`src/rtl/sat_pkg.sv`:
```
package sat_pkg;

    localparam int WORD_W = 32;
    localparam int LEN_W  = 6;

    typedef enum logic [1:0] {
        ST_IDLE,
        ST_WAIT,
        ST_DELAY,
        ST_SHIFT
    } tx_state_e;

    // Word length code to bit count
    function automatic logic [LEN_W-1:0] wl_decode(input logic [2:0] code);
        logic [LEN_W-1:0] n;
        case (code)
            3'd0:    n = 6'd8;
            3'd1:    n = 6'd12;
            3'd2:    n = 6'd16;
            3'd3:    n = 6'd20;
            3'd4:    n = 6'd24;
            default: n = 6'd32;
        endcase
        return n;
    endfunction

endpackage

```
`src/rtl/sat_edge.sv`:
```
module sat_edge (
    input  logic clk,
    input  logic rst_n,
    input  logic sclk,
    input  logic fsync,
    input  logic clk_pol,
    output logic launch,
    output logic sync
);
    logic sclk_d;
    logic fs_prev;

    always_ff @(posedge clk or negedge rst_n) begin
        if (!rst_n) begin
            sclk_d  <= 1'b0;
            fs_prev <= 1'b0;
        end else begin
            sclk_d <= sclk;
            if (launch) begin
                fs_prev <= fsync;
            end
        end
    end

    // Launch edge: rising for polarity 0, falling for polarity 1
    always_comb begin
        if (clk_pol) begin
            launch = sclk_d & ~sclk;
        end else begin
            launch = ~sclk_d & sclk;
        end
        sync = launch & fsync & ~fs_prev;
    end

endmodule

```
`src/rtl/sat_frame_fsm.sv`:
```
module sat_frame_fsm
    import sat_pkg::*;
#(
    parameter int CNT_W = 7
) (
    input  logic             clk,
    input  logic             rst_n,
    input  logic             tx_en,
    input  logic             launch,
    input  logic             sync,
    input  logic             delay1,
    input  logic             fs_ignore,
    input  logic             two_phase,
    input  logic [2:0]       wl_a,
    input  logic [CNT_W-1:0] cnt_a,
    input  logic [2:0]       wl_b,
    input  logic [CNT_W-1:0] cnt_b,
    output logic             load,
    output logic             shift,
    output logic             blank,
    output logic [LEN_W-1:0] load_len,
    output logic             sync_err
);
    localparam int BIT_W = $clog2(WORD_W);

    tx_state_e        state, nxt;
    logic [BIT_W-1:0] bit_cnt;
    logic [CNT_W-1:0] word_cnt;
    logic             phase;
    logic             act, start, sel_first, adv_phase, err_set;
    logic             last_word, last_phase, frame_end;
    logic [LEN_W-1:0] cur_len;

    assign act        = tx_en & launch;
    assign cur_len    = phase ? wl_decode(wl_b) : wl_decode(wl_a);
    assign last_word  = (word_cnt == (phase ? cnt_b : cnt_a));
    assign last_phase = phase | ~two_phase;
    assign frame_end  = (bit_cnt == '0) & last_word & last_phase;

    // State register
    always_ff @(posedge clk or negedge rst_n) begin
        if (!rst_n) begin
            state <= ST_IDLE;
        end else begin
            state <= nxt;
        end
    end

    // Next state and per-launch controls
    always_comb begin
        nxt       = state;
        start     = 1'b0;
        load      = 1'b0;
        shift     = 1'b0;
        blank     = 1'b0;
        sel_first = 1'b0;
        adv_phase = 1'b0;
        err_set   = 1'b0;
        if (!tx_en) begin
            nxt = ST_IDLE;
        end else begin
            unique case (state)
                ST_IDLE: nxt = ST_WAIT;
                ST_WAIT: begin
                    if (act && sync) begin
                        start = 1'b1;
                    end
                end
                ST_DELAY: begin
                    if (act) begin
                        if (sync && !fs_ignore) begin
                            err_set = 1'b1;
                            start   = 1'b1;
                        end else begin
                            load      = 1'b1;
                            sel_first = 1'b1;
                            nxt       = ST_SHIFT;
                        end
                    end
                end
                ST_SHIFT: begin
                    if (act) begin
                        if (sync && (frame_end || !fs_ignore)) begin
                            start   = 1'b1;
                            err_set = ~frame_end;
                        end else if (bit_cnt != '0) begin
                            shift = 1'b1;
                        end else if (!last_word) begin
                            load = 1'b1;
                        end else if (!last_phase) begin
                            load      = 1'b1;
                            adv_phase = 1'b1;
                        end else begin
                            blank = 1'b1;
                            nxt   = ST_WAIT;
                        end
                    end
                end
            endcase
            if (start) begin
                if (delay1) begin
                    blank = 1'b1;
                    nxt   = ST_DELAY;
                end else begin
                    load      = 1'b1;
                    sel_first = 1'b1;
                    nxt       = ST_SHIFT;
                end
            end
        end
    end

    always_comb begin
        if (sel_first) begin
            load_len = wl_decode(wl_a);
        end else if (adv_phase) begin
            load_len = wl_decode(wl_b);
        end else begin
            load_len = cur_len;
        end
    end

    // Slot counters and error flag
    always_ff @(posedge clk or negedge rst_n) begin
        if (!rst_n) begin
            bit_cnt  <= '0;
            word_cnt <= '0;
            phase    <= 1'b0;
            sync_err <= 1'b0;
        end else if (!tx_en) begin
            bit_cnt  <= '0;
            word_cnt <= '0;
            phase    <= 1'b0;
            sync_err <= 1'b0;
        end else begin
            if (err_set) begin
                sync_err <= 1'b1;
            end
            if (load) begin
                bit_cnt <= BIT_W'(load_len - 6'd1);
                if (sel_first) begin
                    phase    <= 1'b0;
                    word_cnt <= '0;
                end else if (adv_phase) begin
                    phase    <= 1'b1;
                    word_cnt <= '0;
                end else begin
                    word_cnt <= word_cnt + 1'b1;
                end
            end else if (shift) begin
                bit_cnt <= bit_cnt - 1'b1;
            end
        end
    end

    p_err_sticky_r7: assert property (@(posedge clk) disable iff (!rst_n)
        (sync_err && tx_en) |=> sync_err);
    p_err_clear_r7: assert property (@(posedge clk) disable iff (!rst_n)
        !tx_en |=> !sync_err);
    p_one_action_r11: assert property (@(posedge clk) disable iff (!rst_n)
        $countones({load, shift, blank}) <= 1);

endmodule

```
`src/rtl/sat_shifter.sv`:
```
module sat_shifter
    import sat_pkg::*;
(
    input  logic              clk,
    input  logic              rst_n,
    input  logic              tx_en,
    input  logic              load,
    input  logic              shift,
    input  logic              blank,
    input  logic [LEN_W-1:0]  load_len,
    input  logic [WORD_W-1:0] din,
    input  logic              din_valid,
    output logic              sdo,
    output logic              underrun
);
    logic [WORD_W-1:0] held;
    logic [WORD_W-1:0] shreg;
    logic [WORD_W-1:0] word_sel;
    logic [WORD_W-1:0] aligned;
    logic [LEN_W-1:0]  pad;

    assign word_sel = din_valid ? din : held;
    assign pad      = 6'd32 - load_len;
    assign aligned  = word_sel << pad;

    always_ff @(posedge clk or negedge rst_n) begin
        if (!rst_n) begin
            sdo      <= 1'b0;
            underrun <= 1'b0;
            held     <= '0;
            shreg    <= '0;
        end else if (!tx_en) begin
            sdo      <= 1'b0;
            underrun <= 1'b0;
            shreg    <= '0;
        end else if (load) begin
            sdo   <= aligned[WORD_W-1];
            shreg <= aligned << 1;
            if (din_valid) begin
                held <= din;
            end else begin
                underrun <= 1'b1;
            end
        end else if (shift) begin
            sdo   <= shreg[WORD_W-1];
            shreg <= shreg << 1;
        end else if (blank) begin
            sdo <= 1'b0;
        end
    end

    p_underrun_set_r10: assert property (@(posedge clk) disable iff (!rst_n)
        (tx_en && load && !din_valid) |=> underrun);
    p_underrun_hold_r10: assert property (@(posedge clk) disable iff (!rst_n)
        (tx_en && underrun) |=> underrun);

endmodule

```
`src/rtl/serial_audio_tx.sv`:
```
module serial_audio_tx
    import sat_pkg::*;
#(
    parameter int CNT_W = 7
) (
    input  logic              clk,
    input  logic              rst_n,
    input  logic              sclk,
    input  logic              fsync,
    input  logic              tx_en,
    input  logic              clk_pol,
    input  logic              data_delay,
    input  logic              fs_ignore,
    input  logic              dual_phase,
    input  logic [2:0]        wlen_a,
    input  logic [CNT_W-1:0]  wcnt_a,
    input  logic [2:0]        wlen_b,
    input  logic [CNT_W-1:0]  wcnt_b,
    input  logic [WORD_W-1:0] din,
    input  logic              din_valid,
    output logic              din_ready,
    output logic              sdo,
    output logic              sync_err,
    output logic              underrun
);
    logic             launch, sync;
    logic             load, shift, blank;
    logic [LEN_W-1:0] load_len;

    sat_edge u_edge (
        .clk     (clk),
        .rst_n   (rst_n),
        .sclk    (sclk),
        .fsync   (fsync),
        .clk_pol (clk_pol),
        .launch  (launch),
        .sync    (sync)
    );

    sat_frame_fsm #(.CNT_W(CNT_W)) u_fsm (
        .clk       (clk),
        .rst_n     (rst_n),
        .tx_en     (tx_en),
        .launch    (launch),
        .sync      (sync),
        .delay1    (data_delay),
        .fs_ignore (fs_ignore),
        .two_phase (dual_phase),
        .wl_a      (wlen_a),
        .cnt_a     (wcnt_a),
        .wl_b      (wlen_b),
        .cnt_b     (wcnt_b),
        .load      (load),
        .shift     (shift),
        .blank     (blank),
        .load_len  (load_len),
        .sync_err  (sync_err)
    );

    sat_shifter u_shift (
        .clk       (clk),
        .rst_n     (rst_n),
        .tx_en     (tx_en),
        .load      (load),
        .shift     (shift),
        .blank     (blank),
        .load_len  (load_len),
        .din       (din),
        .din_valid (din_valid),
        .sdo       (sdo),
        .underrun  (underrun)
    );

    assign din_ready = load;

    p_ready_on_launch_r11: assert property (@(posedge clk) disable iff (!rst_n)
        din_ready |-> launch);
    p_hold_ready_r8: assert property (@(posedge clk) disable iff (!rst_n)
        !tx_en |-> !din_ready);
    p_quiet_line_r8: assert property (@(posedge clk) disable iff (!rst_n)
        !tx_en |=> !sdo);
    p_edge_only_r9: assert property (@(posedge clk) disable iff (!rst_n)
        (tx_en && !launch) |=> $stable(sdo));

endmodule

```
`config.mk`:
```
export PLATFORM = sky130hd
export DESIGN_NAME = serial_audio_tx
export DESIGN_NICKNAME = d
export VERILOG_FILES = /design/src/rtl/sat_pkg.sv /design/src/rtl/sat_edge.sv /design/src/rtl/sat_frame_fsm.sv /design/src/rtl/sat_shifter.sv /design/src/rtl/serial_audio_tx.sv
export SDC_FILE = /design/constraint.sdc
export NUM_CORES = 1
export LEC_CHECK = 0
export CORE_MARGIN = 3
export CORE_UTILIZATION = 40
export CTS_BUF_LIST = sky130_fd_sc_hd__clkbuf_4 sky130_fd_sc_hd__clkbuf_8
export DETAILED_ROUTE_END_ITERATION = 10
export DONT_BUFFER_PORTS = 1
export GPL_TIMING_DRIVEN = 0
export PLACE_DENSITY = 0.66
export SLEW_MARGIN = 20
export SYNTH_ARGS = -nofsm -noshare
export SYNTH_HDL_FRONTEND = slang
export SYNTH_HIERARCHICAL = 1
export SYNTH_SLANG_ARGS = --single-unit
```
`constraint.sdc`:
```
create_clock -name clk -period 8.7 [get_ports clk]
set_input_delay 1.74 -clock clk [delete_from_list [all_inputs] [get_ports clk]]
set_output_delay 1.74 -clock clk [all_outputs]
set_load 0.05 [all_outputs]
```
== After elaboration in Yosys (flattened, before gate mapping) ==
Cells that the tools add are included.

* Register bits after elaboration: 84
* Output and inout bits: 4

* Shift operators: 1
* Bitwise logic cells: 13
* $add $sub $neg: 4
* Reductions and logical operators: 14
* Equality and inequality tests: 26
* Muxes and demuxes: 88

{| class="wikitable"
|+ Operator list
! cell !! number
|-
| $mux 32 || 4
|-
| $pmux 6 s5 || 2
|-
| $mux 1 || 58
|-
| $mux 7 || 5
|-
| $shl 32x6->32 || 1
|-
| $mux 2 || 9
|-
| $mux 6 || 3
|-
| $ne 4x2->1 const B || 4
|-
| $mux 5 || 3
|-
| $eq 3x2->1 const B || 4
|-
| $ne 4x4->1 const B || 3
|-
| $sub 5x1->5 const B || 2
|-
| $reduce_and 8->1 || 1
|-
| $add 7x1->7 const B || 1
|-
| $and 1x1->1 || 7
|-
| $eq 7x7->1 || 1
|-
| $eq 3x1->1 const B || 2
|-
| $eq 3x3->1 const B || 2
|-
| $logic_not 3->1 || 2
|-
| $ne 3x1->1 const B || 2
|-
| $pmux 2 s3 || 1
|-
| $reduce_and 2->1 || 3
|-
| $sub 6x6->6 const A || 1
|-
| $logic_not 5->1 || 1
|-
| 15 further kinds || 24
|}

== Depth between registers and ports, before layout ==
* Word-level depth: 17
* Mapped depth: 19
* Mapped depth without buffers: 16

== By module ==
Netlist, hierarchy kept.

{| class="wikitable"
|+ By module, submodules not included
! module !! cells each !! instances !! area each (µm²)
|-
| sat_shifter || 535 || 1 || 5,385.2
|-
| sat_frame_fsm || 170 || 1 || 1,450.1
|-
| sat_edge || 8 || 1 || 103.8
|}

== Worst setup path before layout ==
No wires, ideal clock.

* Path kind: input port to flip-flop
* Start point: input clk_pol
* End point: register u_shift.shreg[19]
* Arrival: 5,239 ps
* Required time: 8,574 ps
* Stages on the path: 16
* Library setup time: 126 ps
* Path slack: 3,335 ps
* Cell sequence: nor3b_2 > a21oi_2 > nor3b_1 > nand2b_1 > and4_1 > and3_1 > a41oi_1 > nor3_4 > mux2_1 > buf_2 > xor2_4 > buf_6 > mux4_2 > nor2_1 > a21oi_1 > a221o_1

* Word-level cells in the longest chain between the ends: 15
* Elaborated cells between the ends (all ways): 41
* Classes of those cells: 1 x add/sub; 1 x eq/ne; 1 x shift; 32 x mux; 3 x bitwise; 3 x reduce/logical

{| class="wikitable"
|+ Ends and longest elaborated chain
! element !! RTL line !! RTL
|-
| start, declared || serial_audio_tx.sv:11 || <nowiki>input logic clk_pol,</nowiki>
|-
| $mux 1 (*) || sat_edge.sv:27 || <nowiki>if (clk_pol) begin</nowiki>
|-
| $and 1x1->1 (*) (2 in a row) || sat_edge.sv:32 || <nowiki>sync = launch & fsync & ~fs_prev;</nowiki>
|-
| named net sync || serial_audio_tx.sv:26 || <nowiki>logic launch, sync;</nowiki>
|-
| $logic_and 1x1->1 (on tied branches) || sat_frame_fsm.sv:83, sat_frame_fsm.sv:71 ||
|-
| $mux 1 (on tied branches) || sat_frame_fsm.sv:83, sat_frame_fsm.sv:71 ||
|-
| $mux 1 (on tied branches) || sat_frame_fsm.sv:82, sat_frame_fsm.sv:70 ||
|-
| $pmux 1 s3 or $mux 1 (tied branches) || sat_frame_fsm.sv:62 || <nowiki>unique case (state)</nowiki>
|-
| $mux 1 (on tied branches) || sat_frame_fsm.sv:59, sat_frame_fsm.sv:101 ||
|-
| $mux 1 || sat_frame_fsm.sv:100 || <nowiki>if (start) begin</nowiki>
|-
| $mux 1 || sat_frame_fsm.sv:59 || <nowiki>if (!tx_en) begin</nowiki>
|-
| $mux 6 (*) || sat_frame_fsm.sv:114 || <nowiki>if (sel_first) begin</nowiki>
|-
| named net load_len[2] || serial_audio_tx.sv:28 || <nowiki>logic [LEN_W-1:0] load_len;</nowiki>
|-
| $sub 6x6->6 (*) || sat_shifter.sv:23 || <nowiki>assign pad = 6'd32 - load_len;</nowiki>
|-
| $shl 32x6->32 (*) || sat_shifter.sv:24 || <nowiki>assign aligned = word_sel << pad;</nowiki>
|-
| $mux 32 (*) || sat_shifter.sv:36 || <nowiki>end else if (load) begin</nowiki>
|-
| $mux 32 (*) || sat_shifter.sv:32 || <nowiki>end else if (!tx_en) begin</nowiki>
|-
| end signal, assigned || sat_shifter.sv:38 || <nowiki>shreg <= aligned << 1;</nowiki>
|-
| end signal, assigned || sat_shifter.sv:46 || <nowiki>shreg <= shreg << 1;</nowiki>
|-
| end, declared || sat_shifter.sv:17 || <nowiki>logic [WORD_W-1:0] shreg;</nowiki>
|}

Mark *: on every way through the listed nets, which the timed path passes. The rest lies on a longest branch. The select of a mux whose other input is x is not followed.
A chain may end at the register's enable or synchronous reset.

== Worst setup path in the final report ==
* Start point: input clk_pol
* End point: register u_shift.shreg[10]

Same word-level chain as after synthesis.

==> out/qor.json <==
{
  "outcome": {"value": "complete, no violations"},
  "cts_setup_buffers": {"value": 0},
  "synthSimpleGateAreaFrac": {"value": 15.4, "unit": "%"},
  "share_clk_of_total_power": {"value": 34.8, "unit": "%"},
  "first_global_vias": {"value": 5720},
  "placeableCoreArea": {"value": 16800, "unit": "sq um"},
  "synthXorXnorAreaFrac": {"value": 2.16, "unit": "%"},
  "netSwitchingFraction": {"value": 30.0, "unit": "%"},
  "syn_area": {"value": 6940, "unit": "sq um"},
  "utilization": {"value": 44.5, "unit": "%"},
  "clock-sinks": {"value": 83},
  "pwr-share-comb": {"value": 24.2, "unit": "%"},
  "nets": {"value": 790},
  "drt_pre_antenna_iters": {"value": 5},
  "synth-warning-count": {"value": 6},
  "insertion_delay": {"value": 380, "unit": "ps"},
  "worst_pin_slew": {"value": 975, "unit": "ps"},
  "ys_async_sr_fraction": {"value": 100, "unit": "%"},
  "critical_path_arrival": {"value": 6100, "unit": "ps"},
  "cts.path.max_buffers": {"value": 2},
  "max_clock_freq": {"value": 171, "unit": "MHz"},
  "row_count": {"value": 47},
  "worst_r2r_path_depth": {"value": 17},
  "synth-compound-area-share": {"value": 16.3, "unit": "%"},
  "required": {"value": 8950, "unit": "ps"},
  "power_report.internal_total": {"value": 705, "unit": "uW"},
  "cp_num_cells": {"value": 17},
  "crit_path_max_incr_delay": {"value": 770, "unit": "ps"},
  "fin_area": {"value": 7460, "unit": "sq um"},
  "synth-seq-cells": {"value": 83},
  "ctsResizeCount": {"value": 0},
  "timing.max_cap.violations": {"value": 0},
  "dp_hpwl": {"value": 15.3, "unit": "mm"},
  "pin_count_of_the_biggest_net_entering_global_routing": {"value": 84},
  "whs_path_depth": {"value": 1},
  "number_of_port_buffers": {"value": 0},
  "ctsHoldBuffers": {"value": 0},
  "detailedPlace.worstSlack": {"value": 2490, "unit": "ps"},
  "ios": {"value": 66},
  "clock_tree_from_tritoncts": {"value": "built"},
  "seqPwrFrac": {"value": 41.1, "unit": "%"},
  "min_path_type": {"value": "flip-flop to flip-flop"},
  "initialDrtViolationCount": {"value": 440},
  "static-leakage-power": {"value": 3.07, "unit": "nW"},
  "synth.avg_cell_area": {"value": 9.73, "unit": "sq um"},
  "synth.yosys.seq_area_share": {"value": 29.9, "unit": "%"},
  "synth_top_family_by_area": {"value": "multiplexers"},
  "areaGrowthSynthToFinish": {"value": 7.56, "unit": "%"},
  "fin_worst_hold_slack": {"value": 490, "unit": "ps"},
  "area_enclosed_by_the_die_boundary": {"value": 19000, "unit": "sq um"},
  "synth_edf_count": {"value": 0},
  "synth_ff_type": {"value": "dfrtp_1"},
  "chipHeight": {"value": 138, "unit": "microns"},
  "first_pass_grt_wire_length": {"value": 32.3, "unit": "mm"},
  "final-hold-violation-count": {"value": 0},
  "number_of_buffers_created_by_cts": {"value": 9},
  "route.detailed.wl_per_inst": {"value": 21.1, "unit": "microns"},
  "worstSetupPathType": {"value": "input pin to flip-flop"},
  "timing.critical_path.buf_inv": {"value": 2},
  "clock_skew": {"value": 12.7, "unit": "ps"},
  "route.detailed.vias_per_inst": {"value": 6.21},
  "post_route_ant_nets": {"value": 0},
  "max_fanout_on_critical_path": {"value": 10},
  "cp_cell_sequence": {"value": "nor3b_2 > a21oi_2 > nor3b_1 > nand2b_1 > and4_1 > and3_1 > a41oi_1 > nor3_4 > mux2_1 > buf_2 > nor3_4 > xnor2_1 > clkbuf_1 > nand2_1 > and3_1 > o21ai_0 > a21oi_1"},
  "routabilityCongestion": {"value": 0.956},
  "yosys.area.top_type": {"value": "dfrtp_1"},
  "endpoint_kind": {"value": "flip-flop"},
  "route.vias.total": {"value": 5898},
  "path_clk_slew": {"value": 80, "unit": "ps"},
  "postSynthCellCount": {"value": 713},
  "total_routing_usage_reported_by_global_routing": {"value": 22.1, "unit": "%"},
  "cellPowerDensity": {"value": 135, "unit": "nW/um^2"},
  "maxSlewHeadroom": {"value": 34.5, "unit": "%"},
  "synth_top_area_share": {"value": 29.9, "unit": "%"},
  "initial_core_utilization": {"value": 41.4, "unit": "%"},
  "final.period_utilization": {"value": 67.3, "unit": "%"},
  "synth.area.mux_share": {"value": 30.6, "unit": "%"},
  "placed_instance_area": {"value": 7220, "unit": "sq um"},
  "drt_drc_violations_left": {"value": 0},
  "grt_overflow": {"value": 0},
  "synth.area.top_cells": {"value": "dfrtp_1, mux2_2, mux4_2"},
  "postLayoutSetupSlackWorst": {"value": 2840, "unit": "ps"},
  "layout.filler_cells": {"value": 1638},
  "start_kind": {"value": "input pin"},
  "grt_antenna_before_repair": {"value": 0},
  "finalSetupViolCount": {"value": 0},
  "die_width": {"value": 138, "unit": "microns"},
  "clock_tree.htree_level_count": {"value": 3},
  "clock-root-buffer": {"value": "clkbuf_8"},
  "netlist-cell-type-count": {"value": 71},
  "critPathTopFamily": {"value": "simple AND/OR/NAND/NOR gates"},
  "worst_path_max_delay_cell": {"value": "xnor2_1"},
  "postRouteWirelength": {"value": 20.1, "unit": "mm"},
  "antennaDiodeCount": {"value": 0},
  "report.final.slew_viol_count": {"value": 0},
  "timing.final.crit_period": {"value": 5860, "unit": "ps"},
  "drive_above_1_share": {"value": 23.2, "unit": "%"},
  "net-switching-power": {"value": 302, "unit": "uW"},
  "fin_tns_setup": {"value": 0, "unit": "ps"},
  "yosys.area_share.adder": {"value": 0.541, "unit": "%"},
  "irDropWorstVdd": {"value": 0.157, "unit": "mV"},
  "rsz0062_at_grt": {"value": "false"}
}
metrics by stage:
stage | power, mW | std cells
floorplan | 0.598 | 714
global placement | 0.650 | 934
detailed placement | 0.650 | 934
CTS | 1.01 | 950
global route | 1.05 | 950
finish | 1.01 | 950
power groups by stage:
stage | registers (mW) | clock network [mW] | logic, mW
floorplan | 0.417 | 0 | 0.181
global placement | 0.421 | 0 | 0.229
CTS | 0.414 | 0.362 | 0.230
global route | 0.416 | 0.376 | 0.261
detailed placement | 0.421 | 0 | 0.229
finish | 0.414 | 0.350 | 0.243
synth_stat cells, types with 9 or more instances:
| cell type | number |
|---|---|
| mux4_2 | 30 |
| clkbuf_1 | 21 |
| xnor2_1 | 11 |
| buf_4 | 10 |
| or3_1 | 10 |
| o22ai_1 | 10 |
| nand2_1 | 70 |
| mux2_2 | 74 |
| o21a_1 | 14 |
| a31oi_1 | 10 |
| dfrtp_1 | 83 |
| nor3_1 | 9 |
| buf_2 | 11 |
| nor2_1 | 45 |
| nor2b_1 | 11 |
| nand3_1 | 19 |
| a21oi_1 | 42 |
| o21ai_0 | 45 |
| inv_1 | 15 |
| mux2i_1 | 55 |
worst paths after layout:
kind                                    from                 to  slack, ps
max                                  clk_pol  u_shift/shreg[10]       2840
min reg2reg                u_shift/shreg[15]  u_shift/shreg[15]        490
min                        u_shift/shreg[15]  u_shift/shreg[15]        490
min in group asynchronous              rst_n   u_shift/held[16]       1050
max in group asynchronous              rst_n  u_shift/shreg[30]       7510
max reg2reg                    u_edge/sclk_d  u_shift/shreg[10]       3820
routing by layer:
metal,global-route usage (%),wire length (microns),up-vias
met2,34.5,9190,261
met4,6.42,429,0
met1,30.8,8760,2887
li1,-,-,2712
met5,0,0,-
met3,4.97,1670,38
cells by family after synthesis:
logic type	count (synthesis)
AOI/OAI and AO/OA	173
xor gates and xnor gates	15
adders and majority gates	3
buffers and inverters	67
DFF	83
muxes	163
other	1
and+or+nand+nor	208
sequential cells by signal, summed over array words and instances, names as in the netlist:
name	cells
u_edge/sclk_d	1
u_shift/sdo	1
u_fsm/bit_cnt	5
u_shift/held	32
u_fsm/phase	1
u_edge/fs_prev	1
u_shift/shreg	31
u_fsm/word_cnt	7
u_shift/underrun	1
u_fsm/sync_err	1
u_fsm/state	2
layout make-up:
| type | instances | area (sq um) | area share [%] |
|---|---|---|---|
| inverters | 16 | 60.1 | 0.805 |
| clock buffers | 12 | 146 | 1.96 |
| clock inverters | 4 | 98.8 | 1.32 |
| well taps | 220 | 275 | 3.69 |
| multi-input cells | 564 | 4520 | 60.5 |
| plain buffers | 51 | 288 | 3.86 |
| flip-flops and latches | 83 | 2080 | 27.8 |
layout by cell type, fill, tap and decap left out, types with 7 or more instances in the layout:
cell / synthesis / layout
a21oi_1: 42 / 42
a31oi_1: 10 / 10
and3_1: 7 / 7
buf_2: 11 / 11
buf_4: 10 / 10
clkbuf_1: 21 / 21
clkbuf_8: 0 / 9
dfrtp_1: 83 / 83
inv_1: 15 / 15
mux2_2: 74 / 74
mux2i_1: 55 / 55
mux4_2: 30 / 30
nand2_1: 70 / 70
nand3_1: 19 / 19
nor2_1: 45 / 45
nor2b_1: 11 / 11
nor3_1: 9 / 9
o21a_1: 14 / 14
o21ai_0: 45 / 45
o22ai_1: 10 / 10
or3_1: 10 / 10
xnor2_1: 11 / 11
Note: power is estimated with default switching activity, not from simulation.
